## config.mk

```make
export PLATFORM = sky130hd
export DESIGN_NAME = irq_out_ctrl
export DESIGN_NICKNAME = d
export VERILOG_FILES = /design/src/rtl/irq_out_pkg.sv /design/src/rtl/irq_cfg_reg.sv /design/src/rtl/hs_event_filter.sv /design/src/rtl/irq_trig_detect.sv /design/src/rtl/irq_pin_fsm.sv /design/src/rtl/irq_out_ctrl.sv
export SDC_FILE = /design/constraint.sdc
export NUM_CORES = 1
export LEC_CHECK = 0
export ABC_AREA = 1
export BUFFER_PORTS_ARGS = -buffer_cell sky130_fd_sc_hd__buf_2
export CORE_MARGIN = 2
export CORE_UTILIZATION = 35
export DETAILED_ROUTE_END_ITERATION = 8
export PLACE_DENSITY = 0.73
export SETUP_SLACK_MARGIN = 0.5
export SLEW_MARGIN = 0
export SYNTH_ARGS = -nofsm -noshare
export SYNTH_HDL_FRONTEND = slang
export SYNTH_SLANG_ARGS = --single-unit
```

## constraint.sdc

```tcl
create_clock -name clk -period 1.44 [get_ports clk]
set_clock_uncertainty 0.1 [all_clocks]
set_input_delay 0.072 -clock clk [delete_from_list [all_inputs] [get_ports clk]]
set_output_delay 0.072 -clock clk [all_outputs]
set_load 0.005 [all_outputs]
```

## src/rtl/irq_out_pkg.sv

```systemverilog
package irq_out_pkg;

    typedef struct packed {
        logic [1:0] ctl_mode;
        logic [1:0] in_mode;
        logic [1:0] out_mode;
        logic       pulse_sel;
        logic       act_high;
    } irq_cfg_t;

    localparam logic [7:0] CFG_RST_VAL = 8'hFC;

    typedef enum logic [1:0] {
        HS_ACK  = 2'b00,
        HS_NAK  = 2'b01,
        HS_NYET = 2'b10,
        HS_NONE = 2'b11
    } hs_kind_e;

    typedef enum logic [1:0] {
        PS_IDLE  = 2'd0,
        PS_LEVEL = 2'd1,
        PS_PULSE = 2'd2,
        PS_REST  = 2'd3
    } pin_state_e;

    function automatic logic mode_permits(input logic [1:0] mode, input hs_kind_e kind);
        logic ok;
        unique case (kind)
            HS_ACK:  ok = 1'b1;
            HS_NAK:  ok = (mode == 2'b00);
            HS_NYET: ok = (mode == 2'b00) || (mode == 2'b10);
            default: ok = 1'b0;
        endcase
        return ok;
    endfunction

endpackage

```

## src/rtl/irq_cfg_reg.sv

```systemverilog
module irq_cfg_reg
    import irq_out_pkg::*;
(
    input  logic       clk,
    input  logic       rst_n,
    input  logic       we,
    input  logic [7:0] wdata,
    input  logic       bus_reset,
    output irq_cfg_t   cfg
);

    always_ff @(posedge clk or negedge rst_n) begin
        if (!rst_n) begin
            cfg <= irq_cfg_t'(CFG_RST_VAL);
        end else if (bus_reset) begin
            cfg.ctl_mode <= 2'b11;
            cfg.in_mode  <= 2'b11;
            cfg.out_mode <= 2'b11;
        end else if (we) begin
            cfg <= irq_cfg_t'(wdata);
        end
    end

endmodule

```

## src/rtl/hs_event_filter.sv

```systemverilog
module hs_event_filter
    import irq_out_pkg::*;
#(
    parameter int EP_W   = 4,
    parameter int NUM_EP = 8
) (
    input  irq_cfg_t            cfg,
    input  logic                hs_valid,
    input  hs_kind_e            hs_kind,
    input  logic [EP_W-1:0]     hs_ep,
    input  logic                hs_in,
    output logic                hit
);

    logic       ep_ok;
    logic [1:0] sel_mode;

    always_comb begin
        ep_ok = (32'(hs_ep) < NUM_EP);
        if (hs_ep == '0) begin
            sel_mode = cfg.ctl_mode;
        end else if (hs_in) begin
            sel_mode = cfg.in_mode;
        end else begin
            sel_mode = cfg.out_mode;
        end
        hit = hs_valid && ep_ok && mode_permits(sel_mode, hs_kind);
    end

endmodule

```

## src/rtl/irq_trig_detect.sv

```systemverilog
module irq_trig_detect #(
    parameter int NUM_SRC = 8
) (
    input  logic               clk,
    input  logic               rst_n,
    input  logic [NUM_SRC-1:0] pend,
    input  logic [NUM_SRC-1:0] mask,
    input  logic               glint_en,
    input  logic               hs_hit,
    output logic               trig,
    output logic               lvl_req,
    output logic               hs_irq
);

    logic [NUM_SRC-1:0] unmasked;
    logic [NUM_SRC-1:0] prev_unmasked;
    logic               prev_en;
    logic               any_pend;
    logic               new_bit;
    logic               en_rise;

    always_comb begin
        unmasked = pend & mask;
        any_pend = |unmasked;
        new_bit  = |(unmasked & ~prev_unmasked);
        en_rise  = glint_en && !prev_en;
        lvl_req  = glint_en && any_pend;
        trig     = glint_en && (hs_hit || new_bit || (en_rise && any_pend));
    end

    always_ff @(posedge clk or negedge rst_n) begin
        if (!rst_n) begin
            prev_unmasked <= '0;
            prev_en       <= 1'b0;
            hs_irq        <= 1'b0;
        end else begin
            prev_unmasked <= unmasked;
            prev_en       <= glint_en;
            hs_irq        <= hs_hit;
        end
    end

endmodule

```

## src/rtl/irq_pin_fsm.sv

```systemverilog
module irq_pin_fsm
    import irq_out_pkg::*;
#(
    parameter int PULSE_CYC = 3
) (
    input  logic       clk,
    input  logic       rst_n,
    input  logic       pulse_sel,
    input  logic       act_high,
    input  logic       trig,
    input  logic       lvl_req,
    output logic       irq_pin,
    output pin_state_e state
);

    localparam int CW = (PULSE_CYC > 1) ? $clog2(PULSE_CYC) : 1;
    localparam logic [CW-1:0] LAST = CW'(PULSE_CYC - 1);

    pin_state_e    nxt;
    logic [CW-1:0] cnt;
    logic          queued;
    logic          active;

    always_ff @(posedge clk or negedge rst_n) begin
        if (!rst_n) begin
            state  <= PS_IDLE;
            cnt    <= '0;
            queued <= 1'b0;
        end else begin
            state <= nxt;
            cnt   <= (state == PS_PULSE) ? cnt + 1'b1 : '0;
            if (state == PS_PULSE && trig) begin
                queued <= 1'b1;
            end else if (state == PS_REST) begin
                queued <= 1'b0;
            end
        end
    end

    always_comb begin
        nxt = state;
        unique case (state)
            PS_IDLE: begin
                if (!pulse_sel && lvl_req) begin
                    nxt = PS_LEVEL;
                end else if (pulse_sel && trig) begin
                    nxt = PS_PULSE;
                end
            end
            PS_LEVEL: begin
                if (pulse_sel || !lvl_req) begin
                    nxt = PS_IDLE;
                end
            end
            PS_PULSE: begin
                if (cnt == LAST) begin
                    nxt = (queued || trig) ? PS_REST : PS_IDLE;
                end
            end
            PS_REST: nxt = PS_PULSE;
            default: nxt = PS_IDLE;
        endcase
    end

    always_comb begin
        active  = (state == PS_LEVEL) || (state == PS_PULSE);
        irq_pin = act_high ? active : !active;
    end

endmodule

```

## src/rtl/irq_out_ctrl.sv

```systemverilog
module irq_out_ctrl
    import irq_out_pkg::*;
#(
    parameter int NUM_SRC   = 8,
    parameter int EP_W      = 4,
    parameter int NUM_EP    = 8,
    parameter int PULSE_CYC = 3
) (
    input  logic               clk,
    input  logic               rst_n,
    input  logic               cfg_we,
    input  logic [7:0]         cfg_wdata,
    input  logic               bus_reset,
    output logic [7:0]         cfg_rdata,
    input  logic               hs_valid,
    input  logic [1:0]         hs_kind,
    input  logic [EP_W-1:0]    hs_ep,
    input  logic               hs_in,
    input  logic [NUM_SRC-1:0] pend,
    input  logic [NUM_SRC-1:0] mask,
    input  logic               glint_en,
    output logic               hs_irq,
    output logic               irq_pin
);

    irq_cfg_t   cfg;
    logic       hs_hit;
    logic       trig;
    logic       lvl_req;
    pin_state_e pin_st;

    assign cfg_rdata = cfg;

    irq_cfg_reg u_cfg (
        .clk       (clk),
        .rst_n     (rst_n),
        .we        (cfg_we),
        .wdata     (cfg_wdata),
        .bus_reset (bus_reset),
        .cfg       (cfg)
    );

    hs_event_filter #(.EP_W(EP_W), .NUM_EP(NUM_EP)) u_filt (
        .cfg      (cfg),
        .hs_valid (hs_valid),
        .hs_kind  (hs_kind_e'(hs_kind)),
        .hs_ep    (hs_ep),
        .hs_in    (hs_in),
        .hit      (hs_hit)
    );

    irq_trig_detect #(.NUM_SRC(NUM_SRC)) u_trig (
        .clk      (clk),
        .rst_n    (rst_n),
        .pend     (pend),
        .mask     (mask),
        .glint_en (glint_en),
        .hs_hit   (hs_hit),
        .trig     (trig),
        .lvl_req  (lvl_req),
        .hs_irq   (hs_irq)
    );

    irq_pin_fsm #(.PULSE_CYC(PULSE_CYC)) u_fsm (
        .clk       (clk),
        .rst_n     (rst_n),
        .pulse_sel (cfg.pulse_sel),
        .act_high  (cfg.act_high),
        .trig      (trig),
        .lvl_req   (lvl_req),
        .irq_pin   (irq_pin),
        .state     (pin_st)
    );

endmodule

```

==> flow_metrics.env <==
export IMPL_syn_instance_count=162
export IMPL_overflow=0
export IMPL_std_cell_rows=21
export IMPL_grt_pass1_vias=1243
export IMPL_leakage_nw=1.08
export IMPL_fin_crit_sh=1.06
export IMPL_ys_top_cells_by_area="dfrtp_1, nand2_1, dfstp_2"
export IMPL_stdcell_count=288
export IMPL_drt_iter0_drc=61
export IMPL_dp_cells=257
export IMPL_cp_end_kind="flop"
export IMPL_crit_chain="nand2_1 > nand2_1 > nand2_1 > nand3_1 > nand2_1 > nand3_2 > nand2_2 > nand3_2 > nand2_2 > nand2_1 > nand2_1 > nand2_2 > nand2_1"
export IMPL_max_slew_margin=0.653
export IMPL_power_total_mw=2.27
export IMPL_clk_path_buf_depth=2
export IMPL_gp_congestion=0.841
export IMPL_ys_seq_elements=23
export IMPL_floorplan_initialDensity=0.371
export IMPL_cts_made_buffers=3
export IMPL_drt_vias_per_instance=4.28
export IMPL_grt_antenna_before_repair=0
export IMPL_yosysWarnings=0
export IMPL_path_clk_slew_ns=0.12
export IMPL_nets=286
export IMPL_die_w_um=63.9
export IMPL_antenna_cells=0
export IMPL_finalSetupViolCount=3
export IMPL_dp_hpwl_um=2020
export IMPL_required_ns=1.55
export IMPL_synth_ff_type="dfrtp_1"
export IMPL_cp_max_fo=2
export IMPL_ant_nets=0
export IMPL_vias=1234
export IMPL_critPathLaunchType="flop"
export IMPL_period_needed_ns=1.53
export IMPL_dieArea_um2=4080
export IMPL_fin_ws_ns=-0.0857
export IMPL_synth_fp_nets=205
export IMPL_failed_checks="negative setup slack"
export IMPL_status="finished, violations left"
export IMPL_drv_cap=0
export IMPL_die_h_um=63.9
export IMPL_drtPass1Iterations=4
export IMPL_worst_path_buf_inv=0
export IMPL_tns_ns=-0.200
export IMPL_drive_above_1_share=0.459
export IMPL_grt_pass1_wl_um=5090
export IMPL_synthArstFlopShare=1.00
export IMPL_synth_area_um2=1260
export IMPL_cp_data_arrival_time_ns=1.63
export IMPL_synth_top_area_share=0.339
export IMPL_crit_type="flop to flop"
export IMPL_cts_tree="yes"
export IMPL_synth_cell_types=26
export IMPL_cts_hold_buf=21
export IMPL_drc=0
export IMPL_cp_slowest_stage_delay_ns=0.56
export IMPL_ys_seq_area_frac=0.464
export IMPL_postLayoutCoreUtil=0.585
export IMPL_grt_max_degree=24
export IMPL_ioPinCount=47
export IMPL_synth_area_per_cell_um2=7.75
export IMPL_clock_root_buffer="clkbuf_4"
export IMPL_yosysTopAreaCell="dfrtp_1"
export IMPL_core_area_um2=3390
export IMPL_portBuffers=46
export IMPL_areaGrowthSynthToFinish_pct=58.0
export IMPL_clock_latency_ns=0.30
export IMPL_synth_edf_count=0
export IMPL_finalHoldViolCount=0
export IMPL_power_density_nw_per_um2=1150
export IMPL_grt_total_usage=0.157
export IMPL_path_delay_family="simple AND/OR/NAND/NOR gates"
export IMPL_ir_drop_v=0.000743
export IMPL_worst_pin_slew_ns=0.521
export IMPL_fillers=307
export IMPL_rsz0062_at_grt="true"
export IMPL_path_common_cell="nand2_1"
export IMPL_fmax_mhz=655
export IMPL_cp_slowest_cell="dfstp_2"
export IMPL_htreeDepth=1
export IMPL_cts_sinks=23
export IMPL_wl_um=3020
export IMPL_wl_per_cell_um=10.5
export IMPL_slew_violations=0
export IMPL_hp_class="input port to flop"
## placed cells by master (no fill, tap or decap), drive strengths merged, types with 3 or more instances in the layout
cell type	n
clkbuf	3
inv	29
ha	6
nand2	56
dlygate4sd3	21
nor2	13
o21ai	4
dfstp	6
buf	58
dfrtp	17
nand3	10
a21oi	7
clkinv	5
## cell type report
class / instances / area, um2 / area share
Timing Repair Buffer: 79 / 581 / 0.293
Clock buffer: 3 / 22.5 / 0.0113
Tap cell: 46 / 57.6 / 0.0290
Sequential cell: 23 / 584 / 0.294
Clock inverter: 1 / 5.00 / 0.00252
Multi-Input combinational cell: 103 / 607 / 0.306
Inverter: 33 / 128 / 0.0643
## cells by family after synthesis
group,count (synthesis),synth area share
compound gates,12,0.0518
mux,1,0.00896
flops,23,0.464
xor+xnor,1,0.00697
buf+inv,36,0.114
simple gates,83,0.295
fa+ha+maj,6,0.0598
## worst register-to-register path: cells and delay by family, from the launching register on
kind | cells | cell delay, ns
flip-flops | 1 | 0.56
AND/OR/NAND/NOR | 13 | 0.80
## final timing paths
| check | cells past startpoint | to | start | slack, ns |
|---|---|---|---|---|
| worst max-delay path | 13 | u_fsm.state[0]$_DFFE_PN0P_ | u_cfg.cfg[3]$_DFFE_PN1P_ | -0.09 |
| worst min-delay path | 4 | u_cfg.cfg[4]$_DFFE_PN1P_ | cfg_we | 0.03 |
| worst max register to register | 13 | u_fsm.state[0]$_DFFE_PN0P_ | u_cfg.cfg[3]$_DFFE_PN1P_ | -0.09 |
| worst min register to register | 1 | u_fsm.cnt[0]$_DFF_PN0_ | u_fsm.cnt[0]$_DFF_PN0_ | 0.38 |
| max in group asynchronous | 2 | u_fsm.state[1]$_DFFE_PN0P_ | rst_n | 0.70 |
| min in group asynchronous | 2 | u_trig.prev_unmasked[0]$_DFF_PN0_ | rst_n | 0.16 |
## report_power, final
part	internal (mW)	switching, mW	leakage (nW)
clock	0.104	0.185	0.0177
sequential	0.758	0.0698	0.277
combinational	0.595	0.562	0.786
## registers in the layout, indices dropped and copies added (netlist names)
register and count:
u_cfg.cfg 8, u_fsm.cnt 2, u_fsm.queued 1, u_fsm.state 2, u_trig.hs_irq 1, u_trig.prev_en 1
u_trig.prev_unmasked 8
## Yosys cell counts (all sizes together) (2+ instances only)
library cell,number
nand2,56
inv,29
dfrtp,17
nor2,13
nand3,10
a21oi,7
dfstp,6
ha,6
clkinv,4
o21ai,4
buf,2
or2,2
## metrics by stage
stage | setup slack [ns] | instance area, um2 | hold WS [ns]
after floorplan | 0.0193 | 1290 | -0.324
after global placement | -0.00200 | 1610 | -0.0345
after detailed placement | -0.0537 | 1610 | -0.0281
after CTS | -0.0630 | 1940 | -0.0169
after global routing | -0.164 | 1980 | -0.0125
final | -0.0857 | 1980 | 0.0256
## routing by layer
metal,global-route usage,vias to the layer above,part of all wire
met4,0.0435,0,0.0099
met2,0.263,46,0.47
li1,-,645,-
met3,0.0528,4,0.070
met5,0,-,0
met1,0.193,539,0.45
## timing repair
action	4_1_cts	5_1_grt
endpoints found under the hold margin	41	2
resized for setup	13	13
buffers inserted	5	1
setup endpoints to repair	16	20
pin swaps	6	11
Note: power is estimated with default switching activity, not from simulation.
